File: config.mk
export PLATFORM = sky130hd
export DESIGN_NAME = serlink_port
export DESIGN_NICKNAME = d
export VERILOG_FILES = /design/src/rtl/serlink_pkg.sv /design/src/rtl/serlink_edge.sv /design/src/rtl/serlink_halfcnt.sv /design/src/rtl/serlink_shreg.sv /design/src/rtl/serlink_ctrl.sv /design/src/rtl/serlink_port.sv
export SDC_FILE = /design/constraint.sdc
export NUM_CORES = 1
export LEC_CHECK = 0
export ABC_AREA = 1
export BUFFER_PORTS_ARGS = -buffer_cell sky130_fd_sc_hd__buf_2
export CAP_MARGIN = 40
export CORE_UTILIZATION = 48
export CTS_CLUSTER_SIZE = 8
export DETAILED_ROUTE_END_ITERATION = 10
export PLACE_DENSITY = 0.82
export RECOVER_POWER = 100
export SYNTH_ARGS = -nofsm -noshare
export SYNTH_HDL_FRONTEND = slang
export SYNTH_HIERARCHICAL = 1
export SYNTH_SLANG_ARGS = --single-unit
File: constraint.sdc
create_clock -name clk -period 2 [get_ports clk]
set_clock_uncertainty 0.15 [all_clocks]
set_input_delay 0.1 -clock clk [delete_from_list [all_inputs] [get_ports clk]]
set_output_delay 0.1 -clock clk [all_outputs]
set_load 0.05 [all_outputs]
File: src/rtl/serlink_pkg.sv
package serlink_pkg;

    typedef enum logic [1:0] {
        ST_IDLE     = 2'd0,
        ST_INT_LOW  = 2'd1,
        ST_INT_HIGH = 2'd2,
        ST_EXT_RUN  = 2'd3
    } sl_state_e;

endpackage

File: src/rtl/serlink_edge.sv
module serlink_edge #(
    parameter int STAGES = 2
) (
    input  logic clk,
    input  logic rst_n,
    input  logic async_in,
    output logic rise,
    output logic fall
);
    localparam int CHAIN = STAGES + 1;

    logic [CHAIN-1:0] chain_q;

    always_ff @(posedge clk or negedge rst_n) begin
        if (!rst_n) begin
            chain_q <= '1;
        end else begin
            chain_q <= {chain_q[CHAIN-2:0], async_in};
        end
    end

    assign rise =  chain_q[STAGES-1] & ~chain_q[STAGES];
    assign fall = ~chain_q[STAGES-1] &  chain_q[STAGES];
endmodule

File: src/rtl/serlink_halfcnt.sv
module serlink_halfcnt #(
    parameter int HALF_TICKS = 32
) (
    input  logic clk,
    input  logic rst_n,
    input  logic run,
    input  logic tick,
    output logic half_done
);
    localparam int CW = (HALF_TICKS > 1) ? $clog2(HALF_TICKS) : 1;
    localparam logic [CW-1:0] LAST = CW'(HALF_TICKS - 1);

    logic [CW-1:0] cnt_q;

    assign half_done = run && tick && (cnt_q == LAST);

    always_ff @(posedge clk or negedge rst_n) begin
        if (!rst_n) begin
            cnt_q <= '0;
        end else if (!run || half_done) begin
            cnt_q <= '0;
        end else if (tick) begin
            cnt_q <= cnt_q + 1'b1;
        end
    end
endmodule

File: src/rtl/serlink_shreg.sv
module serlink_shreg #(
    parameter int WIDTH = 8,
    parameter int SHORT = 4
) (
    input  logic             clk,
    input  logic             rst_n,
    input  logic             load,
    input  logic [WIDTH-1:0] wdata,
    input  logic             shift,
    input  logic             short_mode,
    input  logic             sin,
    output logic [WIDTH-1:0] data,
    output logic             msb
);
    logic [WIDTH-1:0] data_q;
    logic [WIDTH-1:0] full_next;
    logic [WIDTH-1:0] short_next;

    assign full_next = {data_q[WIDTH-2:0], sin};

    generate
        if (SHORT < WIDTH) begin : g_split
            assign short_next = {data_q[WIDTH-1:SHORT], data_q[SHORT-2:0], sin};
        end else begin : g_same
            assign short_next = full_next;
        end
    endgenerate

    always_ff @(posedge clk or negedge rst_n) begin
        if (!rst_n) begin
            data_q <= '0;
        end else if (load) begin
            data_q <= wdata;
        end else if (shift) begin
            data_q <= short_mode ? short_next : full_next;
        end
    end

    assign data = data_q;
    assign msb  = short_mode ? data_q[SHORT-1] : data_q[WIDTH-1];
endmodule

File: src/rtl/serlink_ctrl.sv
module serlink_ctrl
    import serlink_pkg::*;
#(
    parameter int WIDTH = 8,
    parameter int SHORT = 4
) (
    input  logic clk,
    input  logic rst_n,
    input  logic en,
    input  logic start,
    input  logic ext_sel,
    input  logic len8_sel,
    input  logic half_done,
    input  logic xrise,
    input  logic xfall,
    output logic busy,
    output logic go,
    output logic shift_en,
    output logic so_upd,
    output logic cnt_run,
    output logic len8_now,
    output logic sck_drv,
    output logic done_flag,
    output logic done_pulse
);
    localparam int BW = (WIDTH > 1) ? $clog2(WIDTH) : 1;
    localparam logic [BW-1:0] LAST_FULL  = BW'(WIDTH - 1);
    localparam logic [BW-1:0] LAST_SHORT = BW'(SHORT - 1);

    sl_state_e      state_q, state_d;
    logic [BW-1:0]  bitcnt_q;
    logic           len8_q;
    logic           last_bit;
    logic           rise_ev;
    logic           fall_ev;

    assign last_bit = (bitcnt_q == (len8_q ? LAST_FULL : LAST_SHORT));
    assign go       = (state_q == ST_IDLE) && en && start;
    assign busy     = (state_q != ST_IDLE);
    assign cnt_run  = (state_q == ST_INT_LOW) || (state_q == ST_INT_HIGH);
    assign len8_now = go ? len8_sel : len8_q;

    assign rise_ev = en && (((state_q == ST_INT_LOW) && half_done) ||
                            ((state_q == ST_EXT_RUN) && xrise));
    assign fall_ev = go || (en && (((state_q == ST_INT_HIGH) && half_done) ||
                                   ((state_q == ST_EXT_RUN) && xfall)));
    assign shift_en = rise_ev;
    assign so_upd   = fall_ev;

    // next-state logic
    always_comb begin
        state_d = state_q;
        unique case (state_q)
            ST_IDLE: begin
                if (go) state_d = ext_sel ? ST_EXT_RUN : ST_INT_LOW;
            end
            ST_INT_LOW: begin
                if (!en)            state_d = ST_IDLE;
                else if (half_done) state_d = last_bit ? ST_IDLE : ST_INT_HIGH;
            end
            ST_INT_HIGH: begin
                if (!en)            state_d = ST_IDLE;
                else if (half_done) state_d = ST_INT_LOW;
            end
            ST_EXT_RUN: begin
                if (!en)                    state_d = ST_IDLE;
                else if (xrise && last_bit) state_d = ST_IDLE;
            end
        endcase
    end

    // state register
    always_ff @(posedge clk or negedge rst_n) begin
        if (!rst_n) state_q <= ST_IDLE;
        else        state_q <= state_d;
    end

    // registered outputs
    always_ff @(posedge clk or negedge rst_n) begin
        if (!rst_n) begin
            bitcnt_q   <= '0;
            len8_q     <= 1'b1;
            done_flag  <= 1'b0;
            done_pulse <= 1'b0;
            sck_drv    <= 1'b1;
        end else begin
            sck_drv    <= (state_d != ST_INT_LOW);
            done_pulse <= rise_ev && last_bit;
            if (go) begin
                bitcnt_q  <= '0;
                len8_q    <= len8_sel;
                done_flag <= 1'b0;
            end else if (rise_ev) begin
                bitcnt_q <= bitcnt_q + 1'b1;
                if (last_bit) done_flag <= 1'b1;
            end
        end
    end
endmodule

File: src/rtl/serlink_port.sv
module serlink_port #(
    parameter int WIDTH       = 8,
    parameter int SHORT       = 4,
    parameter int HALF_TICKS  = 32,
    parameter int SYNC_STAGES = 2
) (
    input  logic             clk,
    input  logic             rst_n,
    input  logic             cyc_tick,
    input  logic             cfg_en,
    input  logic             cfg_len8,
    input  logic             cfg_ext,
    input  logic             wr_en,
    input  logic [WIDTH-1:0] wr_data,
    input  logic             start,
    output logic [WIDTH-1:0] rd_data,
    output logic             done_flag,
    output logic             irq,
    input  logic             sck_in,
    output logic             sck_out,
    output logic             sck_oe,
    input  logic             si,
    output logic             so,
    output logic             port_sel
);
    logic busy, go, shift_en, so_upd, cnt_run, len8_now;
    logic half_done, xrise, xfall, msb;
    logic so_q;

    serlink_edge #(.STAGES(SYNC_STAGES)) u_edge (
        .clk(clk), .rst_n(rst_n), .async_in(sck_in),
        .rise(xrise), .fall(xfall)
    );

    serlink_halfcnt #(.HALF_TICKS(HALF_TICKS)) u_half (
        .clk(clk), .rst_n(rst_n), .run(cnt_run), .tick(cyc_tick),
        .half_done(half_done)
    );

    serlink_ctrl #(.WIDTH(WIDTH), .SHORT(SHORT)) u_ctrl (
        .clk(clk), .rst_n(rst_n), .en(cfg_en), .start(start),
        .ext_sel(cfg_ext), .len8_sel(cfg_len8), .half_done(half_done),
        .xrise(xrise), .xfall(xfall), .busy(busy), .go(go),
        .shift_en(shift_en), .so_upd(so_upd), .cnt_run(cnt_run),
        .len8_now(len8_now), .sck_drv(sck_out), .done_flag(done_flag),
        .done_pulse(irq)
    );

    serlink_shreg #(.WIDTH(WIDTH), .SHORT(SHORT)) u_shreg (
        .clk(clk), .rst_n(rst_n), .load(wr_en && !busy), .wdata(wr_data),
        .shift(shift_en), .short_mode(!len8_now), .sin(si),
        .data(rd_data), .msb(msb)
    );

    always_ff @(posedge clk or negedge rst_n) begin
        if (!rst_n)      so_q <= 1'b1;
        else if (so_upd) so_q <= msb;
    end

    assign so       = so_q;
    assign sck_oe   = cfg_en && !cfg_ext;
    assign port_sel = cfg_en;
endmodule

==> results.txt <==
----------------------------------------------------
[Outcome]
  Status ... complete, but fails checks
  Violations in the final reports ... DRC

[Synthesis]
  Post-synthesis cell type with the largest combined area ... sky130_fd_sc_hd__dfrtp_1
  Synthesized instance count ... 187
  Mux share of post-synthesis cell area ... 0%
  Largest family of logic cells by synthesized area ... simple AND/OR/NAND/NOR gates
  Post-Synth XOR/XNOR Area ... 1.185%
  Share of synthesized cell area in full adder, half adder and majority cells ... 6.774%
  Yosys top cell area share ... 33.87%
  Prevailing post-synth register cell ... sky130_fd_sc_hd__dfrtp_1
  Number of synthesized flops with an enable pin ... 0
  Post-Synthesis Mean Instance Area ... 7.902 um^2
  Synth unique cells ... 29
  Compound-cell area share of the yosys netlist ... 5.673%
  Cell types with the largest area share after synthesis ... sky130_fd_sc_hd__dfrtp_1, sky130_fd_sc_hd__nand2_1, sky130_fd_sc_hd__dfstp_2
  Share of synthesized area occupied by flip-flops and latches ... 44.54%
  Synthesis-stage register bit count ... 26
  Post-synthesis instance area ... 0.001478 mm^2
  Syn. warnings ... 6
  Synthesized netlist net count ... 213
  Post-synthesis share of cell area spent on and, or, nand and nor gates ... 32.09%
  Async SR Flop Fraction ... 100.0%

[Clock network]
  Worst-Skew Late Latency ... 0.32 ns
  Clock-pin slew of the registers on the worst-case setup and hold paths ... 0.14 ns
  TritonCTS Buffers ... 3
  Clock root buffer ... sky130_fd_sc_hd__clkbuf_4
  Max H-tree Level ... 1
  CTS sink cnt ... 26
  Clock tree from TritonCTS ... yes
  Maximum buffer depth of the clock tree ... 2
  Number of buffers inserted to repair setup after CTS ... 0

[Setup path]
  Startpoint type of the worst setup path ... flop
  Kind of critical path ... reg -> reg
  CP startpoint ... u_half/cnt_q[1]
  Launch instance of the worst register-to-register path ... u_half/cnt_q[1]
  Highest cell delay on the worst timing path ... 0.42 ns
  Largest driver fanout on the critical path ... 5
  Capturing element type of the critical path ... flop
  CP Data Arrival Time ... 2.02 ns
  Required @ worst endpoint ... 2.08 ns
  List of cells traversed by the critical path ... ha_2 > and3_4 > ha_4 > inv_2 > nor3_4 > nand2_2 > o21ai_2 > nand2_2 > clkinv_4 > nand2_8 > nand2_4 > nand2_1 > nand2_1
  Worst-path cell with the longest stage delay ... sky130_fd_sc_hd__dfrtp_1

[Cells and area]
  Antenna diode instance count ... 0
  Layout Cell Area excl Fill ... 0.001961 mm^2
  Area Growth Syn to Fin ... 32.68%
  Layout cells sized above 1 ... 26.64%
  Nets ... 271

[Routing]
  Wire length after detailed routing ... 3037 um
  Count of antenna-violating nets left after detailed routing ... 0
  Mean number of vias per cell ... 4.785
  Number of optimization iterations in the first detailed-route pass ... 7
  # DRC ... 2
  Initial detailed-routing violation count ... 47
  Mean routed wirelength per cell ... 11.04 um
  Via count ... 1,316

[STA]
  FMAX ... 0.5167 GHz
  Setup repair after global routing missed its margin ... true
  Worst hold-check slack ... 0.01626 ns
  Final setup fails ... 0
  Final Max Slew Viols ... 0
  Tightest slew margin relative to the limit ... 9.230%
  Final Cycle Share ... 96.78%
  Number of endpoints with negative hold slack in the final report ... 0
  Tmin final ... 1.936 ns
  Sum Neg Setup Slack ... 0 ns
  Slew at the pin with the worst max-slew slack ... 1.362 ns

[Place]
  Port Buffer Count ... 31
  Cell area after placement ... 0.001717 mm^2
  Final RePlAce weighted congestion ... 0.8067
  Detailed placer's ending HPWL ... 2050 um

[Die]
  Die boundary height ... 57.49 um
  Width of the die ... 57.49 um
  Number of top-level pins ... 32
  Effective utilization at floorplan ... 52.23%
  Die area ... 0.003305 mm^2
  Core Region ... 0.002829 mm^2
  Cell Rows ... 19

[Global routing]
  Global-route wire length before repair ... 4954 um
  Number of antenna violations at the first check in global routing ... 0
  Global router's overall resource usage ... 19.87%
  Total global routing overflow ... 0
  Pin count of the biggest net entering global routing ... 27
  Vias in the first global route ... 1,205

[Flow run]
  Max Cap Viol ... 0

[Worst hold path]
  Min-Delay Startpoint ... cfg_en
  Hold crit path type ... in -> reg

[Power]
  Cell leakage power ... 1.040 nW
  Total Power Consumption ... 2.209 mW
  Peak supply drop ... 1.020 mV
  Power per cell area ... 1127 mW/mm^2

----------------------------------------------------
state kept, by name, indices dropped and copies added (netlist names):
name               count
u_edge/chain_q         3
so                     1
u_ctrl/done_flag       1
u_shreg/data           8
u_ctrl/state_q         2
u_half/cnt_q           5
u_ctrl/done_pulse      1
u_ctrl/len8_q          1
u_ctrl/bitcnt_q        3
u_ctrl/sck_drv         1
critical path, delay by kind of cell, from the launching register on:
| kind | cells | cell delay, ns |
|---|---|---|
| buffers and inverters | 2 | 0.19 |
| adder cells (fa/ha/maj) | 2 | 0.34 |
| flip-flops | 1 | 0.42 |
| AO/OA/AOI/OAI | 1 | 0.05 |
| AND/OR/NAND/NOR | 8 | 0.69 |
stage by stage:
stage	std cells	utilization (%)	worst slack [ns]
global placement	255	60.68	0.06943
detailed placement	255	60.68	0.01727
CTS	274	67.45	0.01575
floorplan	187	-	0.01673
finish	275	69.31	0.06445
global route	275	69.31	-0.03586
timing repair:
item,CTS,global route
hold buffers,15,0
setup endpoints to repair,5,11
gates cloned,0,1
resized for setup,2,16
pin swaps,0,3
hold endpoints to repair,40,0
routing by layer:
layer	global-route usage, %	wire length, um	vias up
met1	24.12	1387	594
met3	2.268	90	6
met4	9.756	61	0
li1	-	-	694
met2	34.88	1497	22
met5	0	0	-
layout make-up:
cell class | instances | area (um^2)
clock buffer | 4 | 36.28
multi-input combinational | 131 | 750.7
tap | 31 | 38.79
timing repair inverter | 1 | 5.005
timing repair buffer | 56 | 364.1
sequential | 26 | 658.1
fill | 244 | 868.3
inverter | 26 | 107.6
worst paths after layout:
check	cells after the start	slack (ns)	endpoint
setup reg to reg	13	0.06	u_shreg/data[7]
min in group asynchronous	2	0.44	u_ctrl/done_flag
hold reg to reg	0	0.22	u_edge/chain_q[1]
hold / removal	5	0.02	so
max in group asynchronous	2	0.47	u_shreg/data[4]
setup / recovery	13	0.06	u_shreg/data[7]
placed cells by master (no fill, tap or decap), types with 4 or more instances in the layout:
master                          instances
sky130_fd_sc_hd__a21oi_1                4
sky130_fd_sc_hd__buf_2                 18
sky130_fd_sc_hd__buf_4                 10
sky130_fd_sc_hd__clkbuf_1              13
sky130_fd_sc_hd__dfrtp_1               20
sky130_fd_sc_hd__dfstp_2                6
sky130_fd_sc_hd__dlygate4sd3_1         15
sky130_fd_sc_hd__ha_1                   6
sky130_fd_sc_hd__inv_1                 21
sky130_fd_sc_hd__nand2_1               65
sky130_fd_sc_hd__nand2_2                4
sky130_fd_sc_hd__nand3_1               12
sky130_fd_sc_hd__nor2_1                11
cells in the mapped netlist (3+ instances only):
master	instances
sky130_fd_sc_hd__nor2_1	12
sky130_fd_sc_hd__dfstp_2	6
sky130_fd_sc_hd__a21oi_1	4
sky130_fd_sc_hd__inv_1	23
sky130_fd_sc_hd__nand2_2	3
sky130_fd_sc_hd__ha_1	8
sky130_fd_sc_hd__dfrtp_1	20
sky130_fd_sc_hd__o21ai_0	3
sky130_fd_sc_hd__buf_6	3
sky130_fd_sc_hd__nand3_1	14
sky130_fd_sc_hd__nand2_1	68
cells by family after synthesis:
logic type	count (synthesis)
flops	26
buf+inv	30
compound gates	13
simple gates	108
xor+xnor	2
fa+ha+maj	8
power breakdown:
group	switching, mW	internal (mW)	leakage, nW
Sequential	0.109	0.678	0.326
Clock	0.158	0.111	0.0210
Combinational	0.795	0.359	0.693
Total	1.06	1.15	1.04
Power figures use the tool's default switching activity.
